==> src/rtl/pg_pkg.sv <==
package pg_pkg;
  typedef enum logic [1:0] {
    MODE_SLEEP = 2'd0,
    MODE_MID   = 2'd1,
    MODE_ACT   = 2'd2
  } pg_mode_e;

  localparam int ARR_PARK = 0;
  localparam int ARR_DUAL = 1;
  localparam int ARR_DOZE = 2;

  localparam int NSW = 4;
  // slots whose device is p-type: main header (0) and footer-side parallel (3)
  localparam logic [NSW-1:0] PTYPE_MASK = 4'b1001;
endpackage

==> src/rtl/pg_seq_fsm.sv <==
module pg_seq_fsm
  import pg_pkg::*;
#(
  parameter int DWELL_CYCLES = 5
) (
  input  logic     clk,
  input  logic     rst_n,
  input  logic     wake_req,
  input  logic     sleep_req,
  output pg_mode_e state_q,
  output pg_mode_e state_nxt
);
  localparam int CNT_W = (DWELL_CYCLES < 2) ? 1 : $clog2(DWELL_CYCLES);
  localparam logic [CNT_W-1:0] LAST = CNT_W'(DWELL_CYCLES - 1);

  logic [CNT_W-1:0] cnt_q, cnt_nxt;

  always_comb begin
    state_nxt = state_q;
    cnt_nxt   = cnt_q;
    unique case (state_q)
      MODE_SLEEP: begin
        if (!sleep_req && wake_req) begin
          state_nxt = MODE_MID;
          cnt_nxt   = '0;
        end
      end
      MODE_MID: begin
        if (sleep_req) begin
          state_nxt = MODE_SLEEP;
        end else if (cnt_q == LAST) begin
          state_nxt = MODE_ACT;
        end else begin
          cnt_nxt = cnt_q + 1'b1;
        end
      end
      MODE_ACT: begin
        if (sleep_req) state_nxt = MODE_SLEEP;
      end
      default: state_nxt = MODE_SLEEP;
    endcase
  end

  always_ff @(posedge clk or negedge rst_n) begin
    if (!rst_n) begin
      state_q <= MODE_SLEEP;
      cnt_q   <= '0;
    end else begin
      state_q <= state_nxt;
      cnt_q   <= cnt_nxt;
    end
  end
endmodule

==> src/rtl/pg_pattern_map.sv <==
module pg_pattern_map
  import pg_pkg::*;
#(
  parameter int ARRANGE = ARR_DOZE
) (
  input  pg_mode_e       mode,
  output logic [NSW-1:0] en
);
  generate
    if (ARRANGE == ARR_PARK) begin : g_park
      always_comb begin
        unique case (mode)
          MODE_MID: en = 4'b1000;
          MODE_ACT: en = 4'b0010;
          default:  en = 4'b0000;
        endcase
      end
    end else if (ARRANGE == ARR_DUAL) begin : g_dual
      always_comb begin
        unique case (mode)
          MODE_MID: en = 4'b1100;
          MODE_ACT: en = 4'b0011;
          default:  en = 4'b0000;
        endcase
      end
    end else begin : g_doze
      always_comb begin
        unique case (mode)
          MODE_MID: en = 4'b1001;
          MODE_ACT: en = 4'b0011;
          default:  en = 4'b0000;
        endcase
      end
    end
  endgenerate
endmodule

==> src/rtl/pg_drive_stage.sv <==
module pg_drive_stage
  import pg_pkg::*;
(
  input  logic           clk,
  input  logic           rst_n,
  input  pg_mode_e       cur_mode,
  input  pg_mode_e       nxt_mode,
  input  logic [NSW-1:0] pat_nxt,
  output logic [NSW-1:0] sw_en,
  output logic [NSW-1:0] sw_gate,
  output logic           ready,
  output logic [1:0]     mode
);
  always_ff @(posedge clk or negedge rst_n) begin
    if (!rst_n) begin
      sw_en <= '0;
      ready <= 1'b0;
      mode  <= MODE_SLEEP;
    end else begin
      sw_en <= pat_nxt;
      ready <= (cur_mode == MODE_ACT) && (nxt_mode == MODE_ACT);
      mode  <= nxt_mode;
    end
  end

  for (genvar i = 0; i < NSW; i++) begin : g_gate
    if (PTYPE_MASK[i]) begin : g_p
      always_ff @(posedge clk or negedge rst_n) begin
        if (!rst_n) sw_gate[i] <= 1'b1;
        else        sw_gate[i] <= ~pat_nxt[i];
      end
    end else begin : g_n
      always_ff @(posedge clk or negedge rst_n) begin
        if (!rst_n) sw_gate[i] <= 1'b0;
        else        sw_gate[i] <= pat_nxt[i];
      end
    end
  end
endmodule

==> src/rtl/pg_wake_seq.sv <==
module pg_wake_seq
  import pg_pkg::*;
#(
  parameter int ARRANGE      = ARR_DOZE,
  parameter int DWELL_CYCLES = 5
) (
  input  logic       clk,
  input  logic       rst_n,
  input  logic       wake_req,
  input  logic       sleep_req,
  output logic [3:0] sw_en,
  output logic [3:0] sw_gate,
  output logic       ready,
  output logic [1:0] mode
);
  pg_mode_e       state_q, state_nxt;
  logic [NSW-1:0] pat_nxt;

  pg_seq_fsm #(.DWELL_CYCLES(DWELL_CYCLES)) u_fsm (
    .clk       (clk),
    .rst_n     (rst_n),
    .wake_req  (wake_req),
    .sleep_req (sleep_req),
    .state_q   (state_q),
    .state_nxt (state_nxt)
  );

  pg_pattern_map #(.ARRANGE(ARRANGE)) u_map (
    .mode (state_nxt),
    .en   (pat_nxt)
  );

  pg_drive_stage u_drv (
    .clk      (clk),
    .rst_n    (rst_n),
    .cur_mode (state_q),
    .nxt_mode (state_nxt),
    .pat_nxt  (pat_nxt),
    .sw_en    (sw_en),
    .sw_gate  (sw_gate),
    .ready    (ready),
    .mode     (mode)
  );
endmodule

==> config.mk <==
export PLATFORM = sky130hd
export DESIGN_NAME = pg_wake_seq
export DESIGN_NICKNAME = d
export VERILOG_FILES = /design/src/rtl/pg_pkg.sv /design/src/rtl/pg_seq_fsm.sv /design/src/rtl/pg_pattern_map.sv /design/src/rtl/pg_drive_stage.sv /design/src/rtl/pg_wake_seq.sv
export SDC_FILE = /design/constraint.sdc
export NUM_CORES = 1
export LEC_CHECK = 0
export BUFFER_PORTS_ARGS = -buffer_cell sky130_fd_sc_hd__buf_2
export CAP_MARGIN = 20
export CELL_PAD_IN_SITES_DETAIL_PLACEMENT = 0
export CELL_PAD_IN_SITES_GLOBAL_PLACEMENT = 2
export CORE_ASPECT_RATIO = 1.1
export CORE_MARGIN = 3
export CORE_UTILIZATION = 30
export DETAILED_ROUTE_END_ITERATION = 16
export PLACE_DENSITY_LB_ADDON = 0.1
export SETUP_SLACK_MARGIN = 0.1
export SLEW_MARGIN = 10
export SYNTH_ARGS = -nofsm -noshare
export SYNTH_HDL_FRONTEND = slang
export SYNTH_SLANG_ARGS = --single-unit
==> constraint.sdc <==
create_clock -name clk -period 1.6 [get_ports clk]
set_input_delay 0.32 -clock clk [delete_from_list [all_inputs] [get_ports clk]]
set_output_delay 0.32 -clock clk [all_outputs]
set_load 0.01 [all_outputs]
=== Word level (Yosys, flattened, before mapping) ===
Cells that the tools add are included.

* Register bits: 14
* Input port bits: 4
* Output and inout bits: 11
* Word-level logic and storage cells: 35

* Add/sub/neg operators: 1
* Equal/unequal tests: 8
* Muxes and demuxes: 10
* Bitwise gates (word level): 2
* Reductions and logical operators: 6

{| class="wikitable"
|+ Operators by type and width
! cell !! number
|-
| $mux 3 || 3
|-
| $mux 2 || 4
|-
| $pmux 4 s2 || 1
|-
| $pmux 2 s3 || 1
|-
| $pmux 3 s2 || 1
|-
| $eq 2x1->1 const B || 2
|-
| $eq 2x2->1 const B || 2
|-
| $ne 2x2->1 const B || 2
|-
| $reduce_and 4->1 || 1
|-
| $add 3x1->3 const B || 1
|-
| $eq 3x3->1 const B || 1
|-
| $logic_and 1x1->1 || 2
|-
| $logic_not 2->1 || 1
|-
| $ne 2x1->1 const B || 1
|-
| $not 1->1 || 2
|-
| $reduce_bool 2->1 || 1
|-
| $logic_not 1->1 || 1
|}

=== Depth between registers and ports, before layout ===
* Depth after elaboration: 7
* Depth in mapped cells: 7
* Gate-level depth less buffers: 7

=== Modules after synthesis ===
A second synthesis with hierarchy kept.

* Cell total of the unflattened synthesis: 45
* Area total of the unflattened synthesis: 579.3 µm²

{| class="wikitable"
|+ Modules (own cells, without submodules)
! module !! instances !! cells an instance !! area an instance (µm²) !! sequential area each (µm²)
|-
| pg_seq_fsm || 1 || 24 || 269.0 || 125.1
|-
| pg_drive_stage || 1 || 14 || 262.8 || 227.7
|-
| pg_pattern_map || 1 || 7 || 47.5 || 0.0
|}

=== Least setup slack after synthesis ===
Ideal clock, no wire load.

* Path type: reg2reg
* Start: register, netlist name u_drv.mode[1]
* End: register u_drv.sw_en[0]
* Setup time: 0.064 ns
* Data arrival time: 1.292 ns
* Data required time: 1.536 ns
* Setup slack: 0.244 ns
* Stages on the path, launching flop included: 6
* Buffers on the path: 0
* Period minus slack after synthesis: 1.356 ns
* Path through: dfrtp_1 > and2b_4 > nand3_1 > a21oi_1 > ha_1 > inv_1

{| class="wikitable"
|+ RTL lines
! item !! RTL line !! text
|-
| end signal, assigned || pg_drive_stage.sv:20 || <nowiki>sw_en <= pat_nxt;</nowiki>
|-
| end, declared || pg_drive_stage.sv:9 || <nowiki>output logic [NSW-1:0] sw_en,</nowiki>
|}

==> out/metrics.csv <==
stage,metric,value,unit
cts,Num CTS Buffers,3,
placement,Port-buffer cells,12,
floorplan,chip height,49.6,µm
timing,maximum clock rate,0.725,GHz
timing,Max Slew Vio Count,0,
cts,"Clk Latency, worst-skew pair",270,ps
worst_hold_path,HP Start,wake_req,
logic_synthesis,Post-synth EDFFs,0,
logic_synthesis,Synth Flop Type,dfrtp_1,
worst_setup_path,WP buf/inv,1,
drt,ANT nets after route,0,
timing,RSZ-0062 raised after global routing,yes,
drt,final wirelength,895,µm
finish,fillers,152,
drt,Iter 0 DRT Violations,3,
finish,most frequent cells in the layout,"buf_2 (12), dfrtp_1 (9), ha_1 (6)",
worst_hold_path,Worst Hold End,u_drv.mode[0]$_DFF_PN0_,
finish,antenna diode count,0,
floorplan,FP Rows,15,
cts,Root Buffer,clkbuf_4,
grt,grt ovf,0,
drt,# DRC,0,
worst_setup_path,WS Path Type,reg2reg,
cts,clock slew at reported path FFs,70,ps
grt,Total GRT Usage,9.39,%
logic_synthesis,synthesized area,519,µm²
worst_setup_path,Worst R2R Path Depth,4,
worst_setup_path,crit path max fanout,5,
worst_setup_path,worst r2r src,u_drv.mode[0]$_DFF_PN0_,
pwr,PD cells,1140,nW/µm²
logic_synthesis,#FFs+latches synth,11,
logic_synthesis,YS warnings,0,
worst_setup_path,CP max stage cell,dfrtp_1,
timing,final worst path period share,86.2,%
cts,Clock Path Buffers,2,
grt,vias in the first global route,354,
worst_setup_path,Critical Path Max Stage Delay,450,ps
logic_synthesis,Netlist cell types,19,
worst_setup_path,crit-path cells,or2b_2 > a21oi_2 > ha_1 > inv_1,
placement,GPL Wtd Cong,0.631,
pwr,Max VDD drop,0.000482,V
finish,"commonest non-fill, non-tap cell in the layout",buf_2,
logic_synthesis,register area share after synthesis,53.5,%
timing,Worst Skew,1.17,ps
drt,vias per cell,4.38,
drt,Vias,350,
worst_setup_path,reg-to-reg endpoint,u_drv.sw_en[0]$_DFF_PN0_,
finish,synthesis-to-layout area growth,27.5,%
placement,placed cell count,71,
drt,first drt pass iteration count,2,
floorplan,Die Wd,45.7,µm
cts,H-tree levels,1,
timing,final hold vios,0,
worst_setup_path,CP arrival,1590,ps
logic_synthesis,cells after synthesis,44,
finish,final cell count without fillers,80,
logic_synthesis,Post-Syn Area per Cell,11.8,µm²
outcome,status,completed,
pwr,leakage,0.365,nW
grt,first-pass GRT wire length,1490,µm
floorplan,area of the core,1600,µm²
timing,fin crit period,1380,ps
timing,Final Setup Violations,0,
cts,CTS tree,built,
drt,WL/cell,11.2,µm
worst_hold_path,worst hold path depth,3,
worst_hold_path,Hold/Removal Path Class,in2reg,
worst_setup_path,critical path launch point type,flop,
logic_synthesis,fraction of registers with async set/reset,100,%
job,max-cap viol count,0,
floorplan,Initial Util,32.5,%
worst_setup_path,Worst Path Required,1810,ps
floorplan,Top Ports,15,
worst_setup_path,Worst setup EP type,flop,
grt,largest net degree at the start of global routing,12,
floorplan,die area,2270,µm²
worst_setup_path,FF-to-FF setup slack,220,ps
grt,initial antenna violation count,0,
cts,clk sinks,11,
worst_setup_path,"CP delay by family, top",flip-flops,
finish,layout cell share with drive strength beyond 1,42.9,%
placement,DP HPWL,698,µm
finish,Final nets,74,
timing,setup tns final,0,ps
## state kept, by name (all words and copies together), names as in the netlist
name	count
u_drv.ready	1
u_fsm.cnt_q	3
u_drv.mode	2
u_drv.sw_gate	2
u_drv.sw_en	3
## worst register-to-register path: cells and delay by family, from the launching register on
| family | cells | cell delay, ps |
|---|---|---|
| AO/OA/AOI/OAI | 1 | 210 |
| buffers and inverters | 1 | 50 |
| AND/OR/NAND/NOR | 1 | 350 |
| adder cells (fa/ha/maj) | 1 | 270 |
| flip-flops | 1 | 450 |
## layout make-up
cell class / count / area [µm²] / area share [%]
Multi-Input combinational cell: 25 / 213 / 32.1
Tap cell: 17 / 21.3 / 3.21
Timing Repair Buffer: 17 / 100 / 15.1
Sequential cell: 11 / 278 / 42.0
Inverter: 6 / 22.5 / 3.40
Clock inverter: 1 / 5.00 / 0.756
Clock buffer: 3 / 22.5 / 3.40
## worst max path at each step
stage                                     startpoint                        to  depth (start not counted)
after floorplan              u_drv.mode[1]$_DFF_PN0_  u_drv.sw_en[0]$_DFF_PN0_                          5
after global placement       u_drv.mode[1]$_DFF_PN0_  u_drv.sw_en[0]$_DFF_PN0_                          5
after detailed placement     u_drv.mode[1]$_DFF_PN0_  u_drv.sw_en[0]$_DFF_PN0_                          5
after CTS                    u_drv.mode[1]$_DFF_PN0_  u_drv.sw_en[0]$_DFF_PN0_                          5
after global routing      u_fsm.cnt_q[0]$_DFFE_PN0P_     u_drv.ready$_DFF_PN0_                          7
final                        u_drv.mode[0]$_DFF_PN0_  u_drv.sw_en[0]$_DFF_PN0_                          4
## timing repair
item | 4_1_cts | 5_1_grt
buffers inserted | 0 | 4
resized for setup | 0 | 3
hold buffers | 1 | 0
endpoints found under the setup margin | 0 | 5
hold endpoints to repair | 9 | 0
## Yosys cell counts (all sizes together), types with 2 or more instances
cell	number	area (µm²)
nand2	2	7.51
nor2	2	7.51
mux2i	2	20.0
ha	6	75.1
buf	3	22.5
inv	6	22.5
dfstp	2	52.6
nand3	2	10.0
dfrtp	9	225
## layer usage
layer  track usage (%)  vias to the layer above  routed length, µm
met2              13.7                       14                419
met3              3.65                        4                 86
li1                  -                      173                  -
met5                 0                        -                  0
met4              7.32                        0                 23
met1              10.5                      159                365
## per-stage QoR
step / cell area, µm² / utilization, % / setup slack, ps / power, mW / hold slack [ps]
3_5_place_dp: 582 / 36.5 / 120 / 0.551 / 200
6_report: 662 / 41.5 / 220 / 0.752 / 390
4_1_cts: 619 / 38.8 / 109 / 0.747 / 298
2_1_floorplan: 523 / - / 244 / 0.492 / 24.4
3_3_place_gp: 582 / 36.5 / 170 / 0.541 / 193
5_1_grt: 662 / 41.5 / 69.2 / 0.814 / 390
## report_power, final
| part | total, mW | internal (mW) | switching (mW) | leakage [nW] |
|---|---|---|---|---|
| logic | 0.201 | 0.0954 | 0.106 | 0.207 |
| registers | 0.364 | 0.334 | 0.0301 | 0.141 |
| clock network | 0.186 | 0.0925 | 0.0938 | 0.0177 |
## kinds of logic after synthesis
| kind of cell | after synthesis | synth area share [%] |
|---|---|---|
| buffers and inverters | 9 | 8.67 |
| adders and majority gates | 6 | 14.5 |
| AOI/OAI and AO/OA | 5 | 7.71 |
| and+or+nand+nor | 10 | 11.1 |
| other | 1 | 0.722 |
| DFF | 11 | 53.5 |
| muxes | 2 | 3.86 |
No activity file was read; power rests on OpenSTA's default activity.
